### src/rtl/intr_pkg.sv
package intr_pkg;
   // fixed rank of each non-device source; device k sits at DEV_BASE + k
   localparam int unsigned RANK_RST  = 0;
   localparam int unsigned RANK_TRAP = 1;
   localparam int unsigned RANK_SWI  = 2;
   localparam int unsigned RANK_NMI  = 3;
   localparam int unsigned RANK_EXT  = 4;
   localparam int unsigned DEV_BASE  = 5;

   function automatic int unsigned src_count(input int unsigned n_dev);
      return DEV_BASE + n_dev;
   endfunction
endpackage

### src/rtl/intr_prio_pick.sv
module intr_prio_pick #(
   parameter int unsigned N     = 13,
   parameter int unsigned IDX_W = (N > 1) ? $clog2(N) : 1
) (
   input  logic [N-1:0]     req_i,
   output logic             any_o,
   output logic [IDX_W-1:0] idx_o
);
   if (N < 2) begin : g_bad_n
      $error("intr_prio_pick: N must be at least 2");
   end

   // lowest index wins: scan from the top so the last hit is the smallest
   always_comb begin
      idx_o = '0;
      for (int i = N - 1; i >= 0; i--) begin
         if (req_i[i]) idx_o = IDX_W'(i);
      end
      any_o = |req_i;
   end
endmodule

### src/rtl/intr_vec_map.sv
module intr_vec_map #(
   parameter int unsigned IDX_W    = 4,
   parameter int unsigned VEC_W    = 16,
   parameter logic [VEC_W-1:0] VEC_TOP = 16'hFFFE,
   parameter int unsigned VEC_STEP = 2
) (
   input  logic [IDX_W-1:0] idx_i,
   output logic [VEC_W-1:0] vec_o
);
   localparam logic [VEC_W-1:0] STEP_V = VEC_W'(VEC_STEP);

   if (VEC_STEP == 0) begin : g_bad_step
      $error("intr_vec_map: VEC_STEP must be non-zero");
   end

   always_comb begin
      vec_o = VEC_TOP - (VEC_W'(idx_i) * STEP_V);
   end
endmodule

### src/rtl/intr_mask_regs.sv
module intr_mask_regs (
   input  logic clk_i,
   input  logic rst_ni,
   input  logic take_i,
   input  logic i_wr_i,
   input  logic i_wdata_i,
   input  logic x_clr_i,
   output logic i_bit_o,
   output logic x_bit_o
);
   // I: set by reset and by every accepted interrupt; software write otherwise
   always_ff @(posedge clk_i or negedge rst_ni) begin
      if (!rst_ni)     i_bit_o <= 1'b1;
      else if (take_i) i_bit_o <= 1'b1;
      else if (i_wr_i) i_bit_o <= i_wdata_i;
   end

   // X: set only by reset, clear-only afterwards
   always_ff @(posedge clk_i or negedge rst_ni) begin
      if (!rst_ni)      x_bit_o <= 1'b1;
      else if (x_clr_i) x_bit_o <= 1'b0;
   end

   assert_x_stays_clear_R7: assert property (@(posedge clk_i) disable iff (!rst_ni)
      !x_bit_o |=> !x_bit_o);

   assert_take_sets_i_R4: assert property (@(posedge clk_i) disable iff (!rst_ni)
      take_i |=> i_bit_o);

   assert_write_loads_i_R10: assert property (@(posedge clk_i) disable iff (!rst_ni)
      (i_wr_i && !take_i) |=> (i_bit_o == $past(i_wdata_i)));
endmodule

### src/rtl/intr_recog_unit.sv
module intr_recog_unit #(
   parameter int unsigned NUM_DEV  = 8,
   parameter int unsigned VEC_W    = 16,
   parameter logic [VEC_W-1:0] VEC_TOP = 16'hFFFE,
   parameter int unsigned VEC_STEP = 2
) (
   input  logic               clk_i,
   input  logic               rst_ni,
   input  logic               insn_done_i,
   input  logic [NUM_DEV-1:0] dev_req_i,
   input  logic               ext_req_ni,
   input  logic               nmi_req_i,
   input  logic               swi_req_i,
   input  logic               trap_req_i,
   input  logic               i_wr_i,
   input  logic               i_wdata_i,
   input  logic               x_clr_i,
   output logic               i_bit_o,
   output logic               x_bit_o,
   output logic               take_o,
   output logic [VEC_W-1:0]   vec_o
);
   import intr_pkg::*;

   localparam int unsigned NSRC  = src_count(NUM_DEV);
   localparam int unsigned IDX_W = $clog2(NSRC);
   localparam logic [VEC_W-1:0] RST_VEC = VEC_TOP;
   localparam logic [VEC_W-1:0] NMI_VEC = VEC_TOP - VEC_W'(RANK_NMI * VEC_STEP);

   if (NUM_DEV < 1 || NUM_DEV > 64) begin : g_bad_dev
      $error("intr_recog_unit: NUM_DEV out of range 1..64");
   end
   if ((NSRC - 1) * VEC_STEP > VEC_TOP) begin : g_bad_vec
      $error("intr_recog_unit: vector table runs below zero");
   end

   logic             rst_pend_q;
   logic [NSRC-1:0]  src_req;
   logic             any_req;
   logic [IDX_W-1:0] win_idx;
   logic [VEC_W-1:0] win_vec;

   // eligibility of each source, index = rank
   always_comb begin
      src_req            = '0;
      src_req[RANK_RST]  = rst_pend_q;
      src_req[RANK_TRAP] = insn_done_i & trap_req_i;
      src_req[RANK_SWI]  = insn_done_i & swi_req_i;
      src_req[RANK_NMI]  = insn_done_i & nmi_req_i & ~x_bit_o;
      src_req[RANK_EXT]  = insn_done_i & ~ext_req_ni & ~i_bit_o;
   end

   for (genvar k = 0; k < NUM_DEV; k++) begin : g_dev
      logic dev_ok;
      assign dev_ok = insn_done_i & dev_req_i[k] & ~i_bit_o;
      always_comb begin
         src_pick_slot[k] = dev_ok;
      end
   end

   logic [NUM_DEV-1:0] src_pick_slot;
   logic [NSRC-1:0]    src_all;
   assign src_all = src_req | (NSRC'(src_pick_slot) << DEV_BASE);

   intr_prio_pick #(.N(NSRC), .IDX_W(IDX_W)) u_pick (
      .req_i (src_all),
      .any_o (any_req),
      .idx_o (win_idx)
   );

   intr_vec_map #(.IDX_W(IDX_W), .VEC_W(VEC_W), .VEC_TOP(VEC_TOP),
                  .VEC_STEP(VEC_STEP)) u_vmap (
      .idx_i (win_idx),
      .vec_o (win_vec)
   );

   intr_mask_regs u_mask (
      .clk_i     (clk_i),
      .rst_ni    (rst_ni),
      .take_i    (any_req),
      .i_wr_i    (i_wr_i),
      .i_wdata_i (i_wdata_i),
      .x_clr_i   (x_clr_i),
      .i_bit_o   (i_bit_o),
      .x_bit_o   (x_bit_o)
   );

   always_ff @(posedge clk_i or negedge rst_ni) begin
      if (!rst_ni) begin
         rst_pend_q <= 1'b1;
         take_o     <= 1'b0;
         vec_o      <= '0;
      end else begin
         take_o <= any_req;
         if (any_req) begin
            vec_o      <= win_vec;
            rst_pend_q <= 1'b0;
         end
      end
   end

   assert_take_at_boundary_R2: assert property (@(posedge clk_i) disable iff (!rst_ni)
      (take_o && vec_o != RST_VEC) |-> $past(insn_done_i));

   assert_masked_blocked_R5: assert property (@(posedge clk_i) disable iff (!rst_ni)
      (take_o && $past(i_bit_o)) |-> (vec_o >= NMI_VEC));

   assert_nmi_gated_by_x_R7: assert property (@(posedge clk_i) disable iff (!rst_ni)
      (take_o && vec_o == NMI_VEC) |-> !$past(x_bit_o));

   assert_single_reset_take_R1: assert property (@(posedge clk_i) disable iff (!rst_ni)
      (take_o && vec_o == RST_VEC) |=> !(take_o && vec_o == RST_VEC));
endmodule

### config.mk
export PLATFORM = sky130hd
export DESIGN_NAME = intr_recog_unit
export DESIGN_NICKNAME = d
export VERILOG_FILES = /design/src/rtl/intr_pkg.sv /design/src/rtl/intr_prio_pick.sv /design/src/rtl/intr_vec_map.sv /design/src/rtl/intr_mask_regs.sv /design/src/rtl/intr_recog_unit.sv
export SDC_FILE = /design/constraint.sdc
export NUM_CORES = 1
export LEC_CHECK = 0
export BUFFER_PORTS_ARGS = -buffer_cell sky130_fd_sc_hd__buf_2
export CAP_MARGIN = 20
export CORE_AREA = 5 5 42 44
export CTS_BUF_LIST = sky130_fd_sc_hd__clkbuf_8
export DETAILED_ROUTE_END_ITERATION = 8
export DIE_AREA = 0 0 47 49
export PLACE_DENSITY = 0.86
export SLEW_MARGIN = 20
export SYNTH_ARGS = -nofsm -noshare
export SYNTH_HDL_FRONTEND = slang
export SYNTH_SLANG_ARGS = --single-unit
### constraint.sdc
create_clock -name clk_i -period 2.84 [get_ports clk_i]
set_input_delay 0.568 -clock clk_i [delete_from_list [all_inputs] [get_ports clk_i]]
set_output_delay 0.568 -clock clk_i [all_outputs]
set_load 0.005 [all_outputs]
==> results.json, run 1 <==
{
  "status": "finished clean",
  "synth_top_area_share_pct": 25.5,
  "vias_per_cell": 4.80,
  "die_width_um": 47,
  "peakVddDrop_uv": 222,
  "place_hpwl_um": 1060,
  "cts_tree": "yes",
  "clock_sinks": 9,
  "crit_arrival_ns": 1.94,
  "yosysTopAreaCell": "dfrtp_1",
  "num_io_pins": 37,
  "synth.distinct_cells": 26,
  "io_buffer_count": 35,
  "core-area_um2": 1400,
  "reg2reg_setup_slack_ns": 1.19,
  "synthToLayoutAreaGrowth_pct": 27.4,
  "routabilityCongestion": 0.821,
  "synthFlopType": "dfrtp_1",
  "synth_area_leaders": "dfrtp_1, buf_4, dfstp_2, nor2b_1, nor2_1",
  "grt-ovfl-total": 0,
  "cts_made_buffers": 3,
  "yosys_warnings": 0,
  "htreeDepth": 1,
  "synth_async_sr_flop_share_pct": 100,
  "maxCapViolCount": 0,
  "vias": 514,
  "dp_cells": 103,
  "drc": 0,
  "synthesis.area_um2": 588,
  "die_area_um2": 2300,
  "worst_pin_slew_ns": 0.625,
  "yosys-top-cells-count": "buf_4, dfrtp_1, nor2_1, nand2_1, nor2b_1",
  "worstReg2RegStart": "u_mask.i_bit_o",
  "finalSetupTns_ns": 0,
  "critPathCaptureType": "flop",
  "max_freq_ghz": 0.541,
  "fp-row-count": 14,
  "p_per_area_nw_per_um2": 429,
  "start_kind": "input port",
  "fin_area_um2": 749,
  "nNetsFinal": 110,
  "fin_skew_ns": 0.000538,
  "clock-root-buffer": "clkbuf_8",
  "grtUsageTotal_pct": 12.0,
  "min_period_ns": 1.85,
  "ctsHoldBuffers": 0,
  "r2r-end": "vec_o[2]",
  "netlist_instances": 62,
  "die_y_um": 49,
  "drt-total-wl_um": 1220,
  "firstDrtPassIters": 4,
  "clockBufferDepth": 2,
  "power_leakage_uw": 0.000338,
  "rsz0062_at_grt": "false",
  "cts.clk_slew.worst_paths_ns": 0.04,
  "cts_setup_buffers": 0,
  "hold_path.class": "input port to asynchronous set/reset pin",
  "grt_max_degree": 13,
  "slew_headroom_pct": 58.0,
  "hold_viol": 0,
  "r2r_cells": 4,
  "setup_viol_count_final": 0,
  "crit_type": "input port to flop",
  "stdcell_count": 107,
  "antenna_found_initial": 0,
  "period_share_pct": 65.1,
  "routedWlPerCell_um": 11.4,
  "critPathMaxFanout": 5,
  "final_core_util_pct": 53.5,
  "clkLatencyLatePin_ns": 0.22,
  "synth_area_per_cell_um2": 9.48,
  "yosysMostFrequentCell": "buf_4",
  "antenna_left": 0,
  "cts_resized": 0,
  "antennaDiodeCount": 0,
  "drt_iter0_drc": 1,
  "grt_pass1_wl_um": 1990,
  "place_area_um2": 704,
  "yosys_register_bits": 9,
  "synth_seq_area_share_pct": 38.9,
  "worst-endpoint-required_ns": 2.93,
  "slew_viol_final": 0,
  "start_util_pct": 42.0,
  "post_route_cells_drive_above_1_share_pct": 49.5,
  "grt_pass1_vias": 503,
  "synth_edf_count": 0
}
worst max-delay path, cell delays in order:
cell,delay [ns]
buf_2,0.11
or4_4,0.54
o21a_4,0.22
nor4_4,0.35
a22oi_1,0.15
registers in the layout (all words and copies together), names as in the netlist:
register        flops
rst_pend_q          1
u_mask.i_bit_o      1
vec_o               5
u_mask.x_bit_o      1
take_o              1
worst max path at each step:
stage                 startpoint        to  slack (ns)  cells after the start
finish              dev_req_i[5]  vec_o[2]        0.99                      5
global route        dev_req_i[5]  vec_o[2]        0.89                      5
CTS                 dev_req_i[5]  vec_o[2]        0.97                      5
detailed placement  dev_req_i[5]  vec_o[2]        0.73                      5
global placement    dev_req_i[5]  vec_o[2]        0.78                      5
floorplan           dev_req_i[5]  vec_o[2]        0.95                      4
power breakdown:
part	internal, uW	total (uW)	switching [uW]
sequential	135	138	3.49
clock	93.5	138	44.1
combinational	23.0	45.3	22.4
kinds of logic (layout without fill, tap and decap cells):
group | after synthesis | count (layout) | share of synthesized area (%)
AND/OR/NAND/NOR | 22 | 22 | 23.0
AO/OA/AOI/OAI | 15 | 15 | 19.8
buffers and inverters | 14 | 42 | 16.0
flip-flops | 9 | 9 | 38.9
other | 1 | 2 | 0.638
multiplexers | 1 | 1 | 1.70
through the flow:
step,worst slack (ns),total power (uW),hold slack [ns]
after floorplan,0.947,162,0.272
after global placement,0.780,185,0.420
after detailed placement,0.732,186,0.424
after CTS,0.968,327,0.182
after global routing,0.891,341,0.194
final,0.991,321,0.181
cell type report:
type,count,area [um2]
well taps,16,20.0
clock buffers,3,41.3
inverters,3,11.3
clock inverters,1,3.75
fillers,144,652
repair buffers,35,175
multi-input cells,40,269
flip-flops and latches,9,229
layer usage:
metal,GRT usage (%),part of all wire (%),up-vias
met5,0,0,-
met4,6.91,0.82,0
met3,4.06,14,2
met2,20.6,50,20
met1,11.9,36,230
li1,-,-,262
placed cells by master, fill, tap and decap left out, types with 2 or more instances in the layout:
cell,count
o21ai_0,3
buf_2,35
a22oi_1,2
o31a_1,2
inv_1,4
conb_1,2
dfstp_2,3
nor2_1,6
clkbuf_8,3
dfrtp_1,6
nand2b_1,3
nor2b_1,4
nand2_1,4
Note: power is estimated with default switching activity, not from simulation.
==> run 2: changes to the inputs <==
--- a/config.mk
+++ b/config.mk
@@ -5,13 +5,14 @@
 export SDC_FILE = /design/constraint.sdc
 export NUM_CORES = 1
 export LEC_CHECK = 0
+export ABC_AREA = 1
 export BUFFER_PORTS_ARGS = -buffer_cell sky130_fd_sc_hd__buf_2
 export CAP_MARGIN = 20
-export CORE_AREA = 5 5 42 44
+export CORE_MARGIN = 5
+export CORE_UTILIZATION = 39
 export CTS_BUF_LIST = sky130_fd_sc_hd__clkbuf_8
 export DETAILED_ROUTE_END_ITERATION = 8
-export DIE_AREA = 0 0 47 49
-export PLACE_DENSITY = 0.86
+export PLACE_DENSITY = 0.79
 export SLEW_MARGIN = 20
 export SYNTH_ARGS = -nofsm -noshare
 export SYNTH_HDL_FRONTEND = slang
==> constraint.sdc (replaced) <==
create_clock -name clk_i -period 1.6 [get_ports clk_i]
set_input_delay 0.32 -clock clk_i [delete_from_list [all_inputs] [get_ports clk_i]]
set_output_delay 0.32 -clock clk_i [all_outputs]
set_load 0.005 [all_outputs]
==> run 2 against run 1 <==
Compared with the run above:
- area after synthesis grew 4.3%
- utilization fell by 0.82 points
- critical path depth increased by 3
- largest cell class unchanged
==> results.json, run 2 <==
{
  "synth.distinct_cells": 24,
  "clock_sinks": 9,
  "drt_iter0_drc": 4,
  "peakVddDrop_uv": 569,
  "die_area_um2": 2470,
  "cts.clk_slew.worst_paths_ns": 0.05,
  "regMostFlops": "vec_o",
  "post_route_cells_drive_above_1_share_pct": 51.4,
  "period_share_pct": 93.6,
  "yosys_register_bits": 9,
  "yosysMostFrequentCell": "nand2_1",
  "slew_viol_final": 0,
  "crit_type": "flop to flop",
  "clockBufferDepth": 2,
  "max_freq_ghz": 0.668,
  "num_io_pins": 37,
  "synth_seq_area_share_pct": 37.3,
  "vias": 550,
  "yosys-top-cells-count": "nand2_1, buf_4, nor2_1, dfrtp_1, inv_1",
  "layout_commonest_cell": "buf_2",
  "synthToLayoutAreaGrowth_pct": 29.4,
  "routedWlPerCell_um": 10.8,
  "post-place-ws_ns": 0.133,
  "grt_pass1_wl_um": 2240,
  "yosys_warnings": 0,
  "synth_edf_count": 0,
  "status": "finished clean",
  "synthFlopType": "dfrtp_1",
  "power_leakage_uw": 0.000408,
  "maxCapViolCount": 0,
  "htreeDepth": 1,
  "yosysTopAreaCell": "dfrtp_1",
  "p_per_area_nw_per_um2": 781,
  "antenna_found_initial": 0,
  "synth_area_per_cell_um2": 7.96,
  "antenna_left": 0,
  "grtUsageTotal_pct": 11.8,
  "finalSetupTns_ns": 0,
  "synth_area_leaders": "dfrtp_1, buf_4, dfstp_2, nand2_1, nor2_1",
  "setup_viol_count_final": 0,
  "io_buffer_count": 35,
  "clock-root-buffer": "clkbuf_8",
  "min_period_ns": 1.50,
  "start_util_pct": 40.7,
  "rsz0062_at_grt": "false",
  "nNetsFinal": 126,
  "firstDrtPassIters": 4,
  "start_kind": "flop",
  "netlist_instances": 77,
  "hold_path.class": "input port to flop",
  "fp-row-count": 14,
  "clkLatencyLatePin_ns": 0.24,
  "grt_pass1_vias": 517,
  "routabilityCongestion": 0.723,
  "synthesis.area_um2": 613,
  "fin_skew_ns": 0.00294,
  "cts_made_buffers": 3,
  "drt-total-wl_um": 1330,
  "synth_async_sr_flop_share_pct": 100,
  "synth_top_area_share_pct": 24.5,
  "fin_total_pwr_uw": 620,
  "die_y_um": 49.7,
  "final_core_util_pct": 52.7,
  "antennaDiodeCount": 0,
  "drc": 0,
  "grt-ovfl-total": 0,
  "critPathMaxFanout": 7,
  "largest_reg_flops": 5,
  "layout_setup_ws_ns": 0.102,
  "crit_arrival_ns": 1.62,
  "vias_per_cell": 4.47,
  "hold_viol": 0,
  "grt_max_degree": 13,
  "layout_common_cells": "buf_2, nand2_1, nor2_1, inv_1, dfrtp_1",
  "critPathCaptureType": "flop",
  "place_hpwl_um": 1080,
  "cts_tree": "yes",
  "worst-endpoint-required_ns": 1.72,
  "die_width_um": 49.7,
  "core-area_um2": 1510
}
## run 2: cells by family (layout without fill, tap and decap cells)
| logic type | count (synthesis) | count (layout) | synth area share [%] |
|---|---|---|---|
| AND/OR/NAND/NOR | 41 | 41 | 33.7 |
| flip-flops | 9 | 9 | 37.3 |
| buffers and inverters | 18 | 47 | 18.2 |
| AO/OA/AOI/OAI | 8 | 8 | 10.2 |
| other | 1 | 2 | 0.612 |
## run 2: stage by stage
| step | hold WS [ns] | instances | area, um2 |
|---|---|---|---|
| after global placement | 0.174 | 118 | 729 |
| after global routing | 0.201 | 123 | 793 |
| final | 0.196 | 123 | 793 |
| after floorplan | 0.0244 | 78 | 617 |
| after CTS | 0.189 | 123 | 785 |
| after detailed placement | 0.177 | 118 | 729 |
## run 2: power breakdown
group          leakage (uW)  total (uW)  switching, uW  internal, uW
clock             0.0000269         260           93.1           167
combinational      0.000293         111           63.6          47.6
sequential        0.0000880         248           5.32           243
total              0.000408         620            162           458
## run 2: worst paths after layout
kind	from	end	slack, ns	cells past startpoint
worst max-delay path	u_mask.i_bit_o	vec_o[2]	0.10	8
worst min-delay path	x_clr_i	u_mask.x_bit_o	0.20	2
worst max register to register	u_mask.i_bit_o	vec_o[2]	0.10	8
worst min register to register	u_mask.x_bit_o	u_mask.x_bit_o	0.46	2
max in group asynchronous	rst_ni	u_mask.i_bit_o	0.90	2
min in group asynchronous	rst_ni	vec_o[2]	0.46	2
## run 2: final cells by class
type	count	area (um2)
clock buffers	3	41.3
clock inverters	1	3.75
fillers	149	713
inverters	7	28.8
multi-input cells	51	285
flip-flops and latches	9	229
well taps	16	20.0
repair buffers	36	185
## run 2: layer usage
layer / track usage [%] / up-vias / part of all wire [%]
met4: 5.24 / 0 / 1.8
li1: - / 290 / -
met5: 0 / - / 0
met3: 6.33 / 3 / 9.0
met2: 18.2 / 20 / 52
met1: 13.4 / 237 / 37
## run 2: timing repair
item,CTS,global route
hold buffers,1,0
resized for setup,0,2
hold endpoints to repair,6,0
setup buffers,0,0
endpoints found under the setup margin,0,1
## run 2: critical path: stages (launching register included)
cell,delay [ns]
dfstp_2,0.52
inv_1,0.06
nand2_2,0.11
or2_4,0.15
nand3_2,0.11
nor2_4,0.13
nand2_4,0.09
o22ai_1,0.16
inv_1,0.06
==> run 3: changes to the inputs <==
--- a/config.mk
+++ b/config.mk
@@ -6,13 +6,15 @@
 export NUM_CORES = 1
 export LEC_CHECK = 0
 export ABC_AREA = 1
+export ABC_CLOCK_PERIOD_IN_PS = 1500
 export BUFFER_PORTS_ARGS = -buffer_cell sky130_fd_sc_hd__buf_2
 export CAP_MARGIN = 20
 export CORE_MARGIN = 5
-export CORE_UTILIZATION = 39
+export CORE_UTILIZATION = 43
 export CTS_BUF_LIST = sky130_fd_sc_hd__clkbuf_8
 export DETAILED_ROUTE_END_ITERATION = 8
-export PLACE_DENSITY = 0.79
+export GPL_ROUTABILITY_DRIVEN = 0
+export PLACE_DENSITY = 0.83
 export SLEW_MARGIN = 20
 export SYNTH_ARGS = -nofsm -noshare
 export SYNTH_HDL_FRONTEND = slang
==> constraint.sdc (replaced) <==
create_clock -name clk_i -period 1.5 [get_ports clk_i]
set_input_delay 0.3 -clock clk_i [delete_from_list [all_inputs] [get_ports clk_i]]
set_output_delay 0.3 -clock clk_i [all_outputs]
set_load 0.005 [all_outputs]
==> run 3 against run 2 <==
Compared with the run above:
- the run now ends with setup timing left
- final cell count increased by 3.3%
- hold slack worse by 0.017 ns
- total power is 9.5% higher
- critical path depth unchanged
- setup slack got worse by 0.10 ns
- first-iteration DRC count increased by 130%
- combinational power up 23%
- via count increased by 9.6%
- global-route usage increased by 2.2 points
- largest cell class unchanged
==> results.json, run 3 (synthesized netlist as in run 2, its figures left out) <==
{
  "drt-total-wl_um": 1560,
  "worstHoldEndpoint": "u_mask.x_bit_o",
  "critPathLaunch": "u_mask.i_bit_o",
  "grt_pass1_vias": 565,
  "antennaDiodeCount": 0,
  "cts.clk_slew.worst_paths_ns": 0.04,
  "setup_viol_count_final": 1,
  "post_route_cells_drive_above_1_share_pct": 54.5,
  "drc": 0,
  "antenna_left": 0,
  "period_share_pct": 100,
  "maxCapViolCount": 0,
  "largest_reg_flops": 5,
  "clock_sinks": 9,
  "clock-root-buffer": "clkbuf_8",
  "num_io_pins": 37,
  "p_per_area_nw_per_um2": 809,
  "nNetsFinal": 131,
  "regMostFlops": "vec_o",
  "hold_start": "x_clr_i",
  "vias": 603,
  "fin_skew_ns": 0.00142,
  "status": "complete, but fails checks",
  "grt-ovfl-total": 0,
  "place_area_um2": 728,
  "crit_arrival_ns": 1.62,
  "reg2reg_setup_slack_ns": -0.003,
  "r2r-end": "vec_o[14]",
  "vias_per_cell": 4.75,
  "core-area_um2": 1320,
  "hold_path.class": "input port to flop",
  "power_leakage_uw": 0.000439,
  "critPathCaptureType": "flop",
  "layout_commonest_cell": "buf_2",
  "die_y_um": 47.8,
  "slew_viol_final": 0,
  "cts_tree": "yes",
  "fp-row-count": 13,
  "rsz0062_at_grt": "true",
  "start_kind": "flop",
  "layout_setup_ws_ns": -0.00267,
  "fin_total_pwr_uw": 679,
  "clockBufferDepth": 2,
  "max_freq_ghz": 0.665,
  "clkLatencyLatePin_ns": 0.24,
  "layout_common_cells": "buf_2, nand2_1, nor2_1, inv_1, dfrtp_1",
  "die_area_um2": 2280,
  "grtUsageTotal_pct": 14.0,
  "final_core_util_pct": 63.7,
  "antenna_found_initial": 0,
  "place_hpwl_um": 1130,
  "violations": "setup timing",
  "firstDrtPassIters": 4,
  "die_width_um": 47.8,
  "critPathMaxFanout": 7,
  "io_buffer_count": 35,
  "crit_type": "flop to flop",
  "htreeDepth": 1,
  "start_util_pct": 46.5,
  "synthToLayoutAreaGrowth_pct": 36.9,
  "fin_area_um2": 840,
  "drt_iter0_drc": 9,
  "finalSetupTns_ns": -0.00267,
  "cts_made_buffers": 3,
  "grt_max_degree": 13,
  "hold_depth": 2,
  "routedWlPerCell_um": 12.3,
  "worstReg2RegStart": "u_mask.i_bit_o",
  "hold_viol": 0,
  "grt_pass1_wl_um": 2190,
  "r2r_cells": 8,
  "min_period_ns": 1.50,
  "peakVddDrop_uv": 600,
  "worst-endpoint-required_ns": 1.62
}
-- run 3: cell types whose count changed in the layout (fill, tap and decap cells not counted) --
cell	change
inv_4	-1
inv_1	-1
inv_2	+1
inv_8	+1
nand2_4	+1
buf_4	+5
nand2_2	-1
-- run 3: routing by layer --
metal  vias to the layer above  global-route usage [%]  wire, um
li1                        297                       -         -
met1                       271                    15.0       543
met2                        30                    25.3       812
met3                         5                    6.02       170
met4                         0                    3.23        29
met5                         -                       0         0
-- run 3: power by group --
part           internal, uW  switching (uW)
logic                  60.0            75.8
registers               259            6.71
clock network           178            98.9
total                   498             181
-- run 3: area by class of cell --
cell class	count	area, um2
repair buffers	41	223
multi-input cells	51	290
clock buffers	3	41.3
flip-flops and latches	9	229
fillers	105	478
well taps	15	18.8
clock inverters	1	3.75
inverters	7	33.8
-- run 3: worst max-delay path by stage --
stage                endpoint  cells after the start
5_1_grt             vec_o[14]                      8
6_report            vec_o[14]                      8
3_3_place_gp        vec_o[14]                      8
4_1_cts        u_mask.i_bit_o                      8
2_1_floorplan       vec_o[14]                      7
3_5_place_dp         vec_o[2]                      9
-- run 3: timing repair --
item,4_1_cts,5_1_grt
endpoints found under the hold margin,6,0
endpoints found under the setup margin,0,4
resized for setup,0,6
setup buffers,0,5
hold buffers,1,0
-- run 3: critical path: stages (launching register included) --
cell and delay [ns]:
dfstp_2 0.53, inv_2 0.05, nand2_4 0.10, inv_8 0.05, o21ai_4 0.06, nand3_2 0.13
nor2_4 0.15, nand2_4 0.09, or2_1 0.22
-- run 3: per-stage QoR --
step           hold WS [ns]  std cells  setup WS [ns]
6_report              0.179        127       -0.00267
2_1_floorplan       0.00441         78          0.111
4_1_cts               0.179        122         0.0331
5_1_grt               0.191        127        -0.0738
3_3_place_gp          0.153        117         0.0766
3_5_place_dp          0.156        117         0.0429
